`src/rtl/sclgen_pkg.sv`:
```
package sclgen_pkg;

  typedef enum logic [1:0] {
    PH_IDLE = 2'd0,
    PH_WAIT = 2'd1,
    PH_HIGH = 2'd2,
    PH_LOW  = 2'd3
  } phase_e;

  // Scale factor = 2^(step_log2 * sel); returned as a shift amount.
  function automatic int unsigned scale_shift(input int unsigned sel,
                                              input int unsigned step_log2);
    return sel * step_log2;
  endfunction

  // Width needed for the largest half period.
  function automatic int unsigned half_width(input int unsigned div_w,
                                             input int unsigned ps_w,
                                             input int unsigned step_log2);
    return div_w + scale_shift((1 << ps_w) - 1, step_log2) + 1;
  endfunction

endpackage

```
`src/rtl/sclgen_regs.sv`:
```
module sclgen_regs #(
  parameter int unsigned DIV_W  = 8,
  parameter int unsigned PS_W   = 2,
  parameter int unsigned CODE_W = DIV_W - 1 - PS_W
) (
  input  logic              clk,
  input  logic              rst_n,
  input  logic              div_wr,
  input  logic              stat_wr,
  input  logic [DIV_W-1:0]  wr_data,
  input  logic [CODE_W-1:0] stat_code,
  output logic [DIV_W-1:0]  div_q,
  output logic [PS_W-1:0]   sel_q,
  output logic [DIV_W-1:0]  stat_word
);

  always_ff @(posedge clk) begin
    if (!rst_n) begin
      div_q <= '0;
      sel_q <= '0;
    end else begin
      if (div_wr)  div_q <= wr_data;
      if (stat_wr) sel_q <= wr_data[PS_W-1:0];
    end
  end

  assign stat_word = {stat_code, 1'b0, sel_q};

  // divide register only moves on its own strobe
  p_div_only_on_write_r1: assert property (@(posedge clk) disable iff (!rst_n)
    !$past(div_wr) |-> $stable(div_q));

  // scale select only moves on a status write
  p_sel_only_on_write_r2: assert property (@(posedge clk) disable iff (!rst_n)
    !$past(stat_wr) |-> $stable(sel_q));

endmodule

```
`src/rtl/sclgen_scale.sv`:
```
module sclgen_scale #(
  parameter int unsigned DIV_W     = 8,
  parameter int unsigned PS_W      = 2,
  parameter int unsigned STEP_LOG2 = 2,
  parameter int unsigned BASE_HALF = 8,
  parameter int unsigned HALF_W    = 15
) (
  input  logic [DIV_W-1:0]  div_q,
  input  logic [PS_W-1:0]   sel_q,
  output logic [HALF_W-1:0] half_len
);
  import sclgen_pkg::*;

  localparam int unsigned NSEL = 1 << PS_W;

  logic [HALF_W-1:0] factor_tbl [NSEL];
  logic [HALF_W-1:0] factor;

  for (genvar g = 0; g < NSEL; g++) begin : g_factor
    assign factor_tbl[g] = HALF_W'(1) << scale_shift(g, STEP_LOG2);
  end

  assign factor   = factor_tbl[sel_q];
  assign half_len = HALF_W'(BASE_HALF) + HALF_W'(div_q) * factor;

  // every decoded scale is a single power of two
  always_comb begin
    p_factor_pow2_r3: assert ($onehot(factor));
  end

endmodule

```
`src/rtl/sclgen_timer.sv`:
```
module sclgen_timer #(
  parameter int unsigned HALF_W = 15
) (
  input  logic              clk,
  input  logic              rst_n,
  input  logic [HALF_W-1:0] half_len,
  input  logic              master_active,
  input  logic              hold,
  input  logic              scl_in,
  output logic              scl_low,
  output logic              tick_fall,
  output logic              tick_rise
);
  import sclgen_pkg::*;

  phase_e            phase;
  logic [HALF_W-1:0] cnt;
  logic              high_done;
  logic              low_done;
  logic              line_seen_high;

  assign high_done      = (cnt >= half_len);
  assign low_done       = (cnt >= half_len) && !hold;
  assign line_seen_high = (phase == PH_WAIT) && scl_in;

  always_ff @(posedge clk) begin
    if (!rst_n) begin
      phase     <= PH_IDLE;
      cnt       <= '0;
      scl_low   <= 1'b0;
      tick_fall <= 1'b0;
      tick_rise <= 1'b0;
    end else begin
      tick_fall <= 1'b0;
      tick_rise <= 1'b0;
      if (!master_active) begin
        phase   <= PH_IDLE;
        cnt     <= '0;
        scl_low <= 1'b0;
      end else begin
        unique case (phase)
          PH_IDLE: begin
            phase   <= PH_WAIT;
            scl_low <= 1'b0;
          end
          PH_WAIT: begin
            if (line_seen_high) begin
              // the release cycle counts as the first high cycle
              phase     <= PH_HIGH;
              cnt       <= HALF_W'(2);
              tick_rise <= 1'b1;
            end
          end
          PH_HIGH: begin
            if (high_done) begin
              phase     <= PH_LOW;
              cnt       <= HALF_W'(1);
              scl_low   <= 1'b1;
              tick_fall <= 1'b1;
            end else begin
              cnt <= cnt + HALF_W'(1);
            end
          end
          PH_LOW: begin
            if (low_done) begin
              phase   <= PH_WAIT;
              cnt     <= '0;
              scl_low <= 1'b0;
            end else if (cnt < half_len) begin
              cnt <= cnt + HALF_W'(1);
            end
          end
          default: phase <= PH_IDLE;
        endcase
      end
    end
  end

  // no drive once master ownership is gone
  p_release_when_slave_r5: assert property (@(posedge clk) disable iff (!rst_n)
    !$past(master_active) |-> !scl_low);

  // a held low half keeps the line pulled down
  p_hold_keeps_low_r6: assert property (@(posedge clk) disable iff (!rst_n)
    (phase == PH_LOW && hold && master_active) |=> scl_low);

  // high timing only starts on a line that reads high
  p_rise_needs_line_r7: assert property (@(posedge clk) disable iff (!rst_n)
    tick_rise |-> $past(scl_in));

  // fall strobe marks the cycle the pull-down begins
  p_fall_marks_edge_r8: assert property (@(posedge clk) disable iff (!rst_n)
    tick_fall |-> (scl_low && !$past(scl_low)));

  // strobes are exclusive
  p_ticks_apart_r8: assert property (@(posedge clk) disable iff (!rst_n)
    !(tick_fall && tick_rise));

endmodule

```
`src/rtl/sclgen.sv`:
```
module sclgen #(
  parameter int unsigned DIV_W     = 8,
  parameter int unsigned PS_W      = 2,
  parameter int unsigned STEP_LOG2 = 2,
  parameter int unsigned BASE_HALF = 8,
  parameter int unsigned CODE_W    = DIV_W - 1 - PS_W
) (
  input  logic              clk,
  input  logic              rst_n,
  input  logic              div_wr,
  input  logic              stat_wr,
  input  logic [DIV_W-1:0]  wr_data,
  input  logic [CODE_W-1:0] stat_code,
  output logic [DIV_W-1:0]  div_rd,
  output logic [DIV_W-1:0]  stat_rd,
  input  logic              master_active,
  input  logic              hold,
  input  logic              scl_in,
  output logic              scl_low,
  output logic              tick_fall,
  output logic              tick_rise
);
  import sclgen_pkg::*;

  localparam int unsigned HALF_W = half_width(DIV_W, PS_W, STEP_LOG2);

  logic [DIV_W-1:0]  div_q;
  logic [PS_W-1:0]   sel_q;
  logic [HALF_W-1:0] half_len;

  sclgen_regs #(
    .DIV_W (DIV_W),
    .PS_W  (PS_W),
    .CODE_W(CODE_W)
  ) u_regs (
    .clk      (clk),
    .rst_n    (rst_n),
    .div_wr   (div_wr),
    .stat_wr  (stat_wr),
    .wr_data  (wr_data),
    .stat_code(stat_code),
    .div_q    (div_q),
    .sel_q    (sel_q),
    .stat_word(stat_rd)
  );

  sclgen_scale #(
    .DIV_W    (DIV_W),
    .PS_W     (PS_W),
    .STEP_LOG2(STEP_LOG2),
    .BASE_HALF(BASE_HALF),
    .HALF_W   (HALF_W)
  ) u_scale (
    .div_q   (div_q),
    .sel_q   (sel_q),
    .half_len(half_len)
  );

  sclgen_timer #(
    .HALF_W(HALF_W)
  ) u_timer (
    .clk          (clk),
    .rst_n        (rst_n),
    .half_len     (half_len),
    .master_active(master_active),
    .hold         (hold),
    .scl_in       (scl_in),
    .scl_low      (scl_low),
    .tick_fall    (tick_fall),
    .tick_rise    (tick_rise)
  );

  assign div_rd = div_q;

endmodule

```
`config.mk`:
```
export PLATFORM = sky130hd
export DESIGN_NAME = sclgen
export DESIGN_NICKNAME = d
export VERILOG_FILES = /design/src/rtl/sclgen_pkg.sv /design/src/rtl/sclgen_regs.sv /design/src/rtl/sclgen_scale.sv /design/src/rtl/sclgen_timer.sv /design/src/rtl/sclgen.sv
export SDC_FILE = /design/constraint.sdc
export NUM_CORES = 1
export LEC_CHECK = 0
export ABC_AREA = 1
export BUFFER_PORTS_ARGS = -buffer_cell sky130_fd_sc_hd__buf_2
export CAP_MARGIN = 15
export CORE_ASPECT_RATIO = 0.5
export CORE_MARGIN = 2
export CORE_UTILIZATION = 50
export CTS_CLUSTER_DIAMETER = 100
export DETAILED_ROUTE_END_ITERATION = 10
export PLACE_DENSITY_LB_ADDON = 0.05
export SLEW_MARGIN = 20
export SYNTH_ARGS = -nofsm -noshare
export SYNTH_HDL_FRONTEND = slang
export SYNTH_SLANG_ARGS = --single-unit
export TNS_END_PERCENT = 100
```
`constraint.sdc`:
```
create_clock -name clk -period 7.3 [get_ports clk]
set_input_delay 1.095 -clock clk [delete_from_list [all_inputs] [get_ports clk]]
set_output_delay 1.095 -clock clk [all_outputs]
set_load 0.02 [all_outputs]
```
==> Implementation_results.wiki <==
{| class="wikitable"
! Metric !! Value
|-
| Status || finished clean
|-
| Setup total negative slack || 0 ns
|-
| Slowest Stage Delay on Critical Path || 0.52 ns
|-
| Signed area change from the synthesized netlist to the final layout || 9.96%
|-
| Data required time at the worst endpoint || 7.51 ns
|-
| DIE AREA || 7310 µm²
|-
| Final nets || 583
|-
| Number of resized instances in the post-cts repair step || 0
|-
| Via count of the first global-routing pass || 2632
|-
| Floorplan die height || 61.5 µm
|-
| H-tree Lvls || 2
|-
| Final setup vio count || 0
|-
| Most common cell after layout, fill and taps aside || sky130_fd_sc_hd__nand2_1
|-
| Worst EP arrival || 5.50 ns
|-
| Standby leakage power || 1.93 nW
|-
| First-pass GRT wire length || 12100 µm
|-
| Final-layout worst hold slack || 0.510 ns
|-
| Count of cells along the worst register-to-register path || 27
|-
| Post-synth net total || 562
|-
| Post-detail-place hpwl || 5560 µm
|-
| Fraction of layout cells with a size suffix above 1 || 0.123
|-
| Weighted congestion at the end of routability-driven global placement || 0.847
|-
| Critical-path cell with the highest stage delay || sky130_fd_sc_hd__fa_1
|-
| Grt ovf || 0
|-
| First-pass detailed-route iteration total || 5
|-
| Period minus WS final || 5.29 ns
|-
| Critical hold path startpoint || u_timer.scl_low
|-
| Most used routing layer || met2
|-
| Capturing element type of the critical path || flip-flop
|-
| Post-DR vias/cell || 4.99
|-
| Period utilization || 0.724
|-
| Warnings from Yosys || 0
|-
| Launching element type of the critical path || flip-flop
|-
| Horizontal die dimension || 119 µm
|-
| DRC violations left || 0
|-
| CTS hold repair buffers || 0
|-
| CTS Root Cell || sky130_fd_sc_hd__clkbuf_16
|-
| Clock input transition at the sequential cells of the worst setup and hold paths || 0.06 ns
|-
| Worst Hold Path EP || u_timer.scl_low
|-
| Antenna fix cells || 0
|-
| Mean post-synth cell area || 6.97 µm²
|-
| Type of the worst setup path || flip-flop to flip-flop
|-
| Synth top area share || 0.223
|-
| Sequential area share after synthesis || 0.182
|-
| IR Drop Worst-Case VDD || 129 µV
|-
| Seq cells post-synth || 30
|-
| Max cap viols || 0
|-
| Total track usage || 0.212
|-
| Worst-skew pair later-pin latency || 0.29 ns
|-
| Leading register cell type out of synthesis || sky130_fd_sc_hd__dfxtp_1
|-
| TritonCTS clock tree || yes
|-
| Sinks on Clock Net || 30
|-
| Cell variety after synth || 32
|-
| Cells after synthesis || 474
|-
| Global routing usage on met3 || 0.0500
|-
| Number of placement rows || 20
|-
| Final Slew Violations || 0
|-
| Top-level I/O count || 39
|-
| Maximum clock insertion buffer count || 2
|-
| Initial Utilization || 0.530
|-
| Reg-to-reg slack, setup || 2.01 ns
|-
| Final antenna-violating net count || 0
|-
| Met2 layer usage reported by global route || 0.345
|-
| Worst slack after detailed placement || 2.02 ns
|-
| CTS buffer count || 5
|-
| DRT iter0 DRCs || 163
|-
| Cell taking the most area after synthesis || sky130_fd_sc_hd__ha_1
|-
| Global Route met1 Usage || 0.285
|-
| Endpoint of the worst-slack reg-to-reg timing path || u_timer.cnt[5]
|-
| Crit path max fanout || 8
|-
| Final hold vios || 0
|-
| Post-layout worst setup margin || 2.01 ns
|-
| Setup clock skew after layout || 0.00658 ns
|-
| Number of enable-type register cells in the synthesized netlist || 0
|-
| Final WL || 7030 µm
|-
| Number of buffers inserted by post-CTS setup repair || 0
|-
| Maximum number of pins on one net before global-route repair || 25
|-
| Unrepaired setup endpoints after global routing || no
|-
| Total of buffers placed on input and output ports || 27
|-
| Most used cells in the layout excluding fill and tap cells || sky130_fd_sc_hd__nand2_1 (99), sky130_fd_sc_hd__nor2_1 (70), sky130_fd_sc_hd__inv_1 (67)
|-
| Start of the worst register-to-register path || u_regs.sel_q[1]
|-
| Cells on Worst Hold Path || 4
|-
| Filler instances || 605
|-
| Hold Crit Class || flip-flop to flip-flop
|-
| Top post-synthesis cells by area || sky130_fd_sc_hd__ha_1 (22%), sky130_fd_sc_hd__dfxtp_1 (18%), sky130_fd_sc_hd__nand2_1 (11%), sky130_fd_sc_hd__nor2_1 (8.0%), sky130_fd_sc_hd__inv_1 (7.6%)
|-
| Routed vias || 2909
|-
| Power Density || 159 nW/µm²
|-
| Average detailed-routed wire length per instance || 12.1 µm
|-
| Std-Cell Core Area || 6230 µm²
|-
| Post-synth ARST share || 0
|-
| Launch point of the critical path || u_regs.sel_q[1]
|-
| Highest clock rate || 189 MHz
|-
| Cell total after placement || 576
|-
| Non-filler instance count after layout || 583
|-
| Mapped Area || 3300 µm²
|-
| Antenna violations before repair || 0
|}
[state kept, by name (all words and copies together), names as in the netlist]
signal,cells
u_timer.phase,2
u_timer.scl_low,1
u_timer.tick_fall,1
u_regs.div_q,8
u_timer.cnt,15
u_regs.sel_q,2
u_timer.tick_rise,1
[worst max path at each step]
stage | slack (ns) | endpoint | cells past startpoint
6_report | 2.01 | u_timer.cnt[5] | 27
5_1_grt | 1.47 | u_timer.cnt[6] | 31
4_1_cts | 2.00 | u_timer.cnt[5] | 27
3_5_place_dp | 2.02 | u_timer.cnt[5] | 27
3_3_place_gp | 2.10 | u_timer.cnt[5] | 27
2_1_floorplan | 2.40 | u_timer.cnt[2] | 32
[through the flow]
step | power, mW | cell area, µm² | utilization
2_1_floorplan | 0.305 | 3300 | -
3_3_place_gp | 0.332 | 3460 | 0.556
3_5_place_dp | 0.333 | 3460 | 0.556
4_1_cts | 0.584 | 3630 | 0.583
5_1_grt | 0.614 | 3630 | 0.583
6_report | 0.579 | 3630 | 0.583
[worst max-delay path, delay by kind of cell, from the launching register on]
| kind | cells | cell delay (ns) |
|---|---|---|
| compound gates | 5 | 0.85 |
| xor+xnor | 1 | 0.17 |
| fa+ha+maj | 6 | 2.14 |
| buf+inv | 5 | 0.47 |
| flops | 1 | 0.36 |
| simple gates | 10 | 1.21 |
[per-layer routing]
| layer | up-vias | routed length, µm | share of wire |
|---|---|---|---|
| li1 | 1533 | - | - |
| met1 | 1312 | 3670 | 0.52 |
| met2 | 58 | 2970 | 0.42 |
| met3 | 6 | 340 | 0.048 |
| met4 | 0 | 47 | 0.0067 |
| met5 | - | 0 | 0 |
[kinds of logic (layout without fill, tap and decap cells)]
logic type,after synthesis,in the layout,synth area share
AO/OA/AOI/OAI,44,44,0.0685
XOR/XNOR,19,19,0.0504
adder cells (fa/ha/maj),68,68,0.278
buffers and inverters,86,107,0.109
flip-flops,30,30,0.182
other,1,1,0.00113
AND/OR/NAND/NOR,226,226,0.311
[cell usage after synthesis (5+ instances only)]
cell type and count:
sky130_fd_sc_hd__xnor2_1 5, sky130_fd_sc_hd__o21ai_0 13, sky130_fd_sc_hd__nand3_1 23, sky130_fd_sc_hd__fa_1 9, sky130_fd_sc_hd__a21oi_1 28, sky130_fd_sc_hd__nand3_2 9
sky130_fd_sc_hd__nand2_1 99, sky130_fd_sc_hd__inv_1 67, sky130_fd_sc_hd__buf_4 7, sky130_fd_sc_hd__nor2_1 70, sky130_fd_sc_hd__xor2_1 14, sky130_fd_sc_hd__nor3_1 5
sky130_fd_sc_hd__dfxtp_1 30, sky130_fd_sc_hd__ha_1 59
[cell type report]
cell class | instances | area (µm²) | area share
well taps | 88 | 110 | 0.0303
clock buffers | 6 | 139 | 0.0382
flip-flops and latches | 30 | 601 | 0.165
repair buffers | 27 | 135 | 0.0372
clock inverters | 1 | 30.0 | 0.00826
inverters | 73 | 277 | 0.0761
multi-input cells | 358 | 2340 | 0.645
[where the power goes]
part / switching (mW) / internal, mW / leakage [nW]
combinational: 0.0981 / 0.0513 / 1.60
sequential: 0.00876 / 0.172 / 0.245
clock: 0.0805 / 0.168 / 0.0829
(Power assumes the default switching activity.)
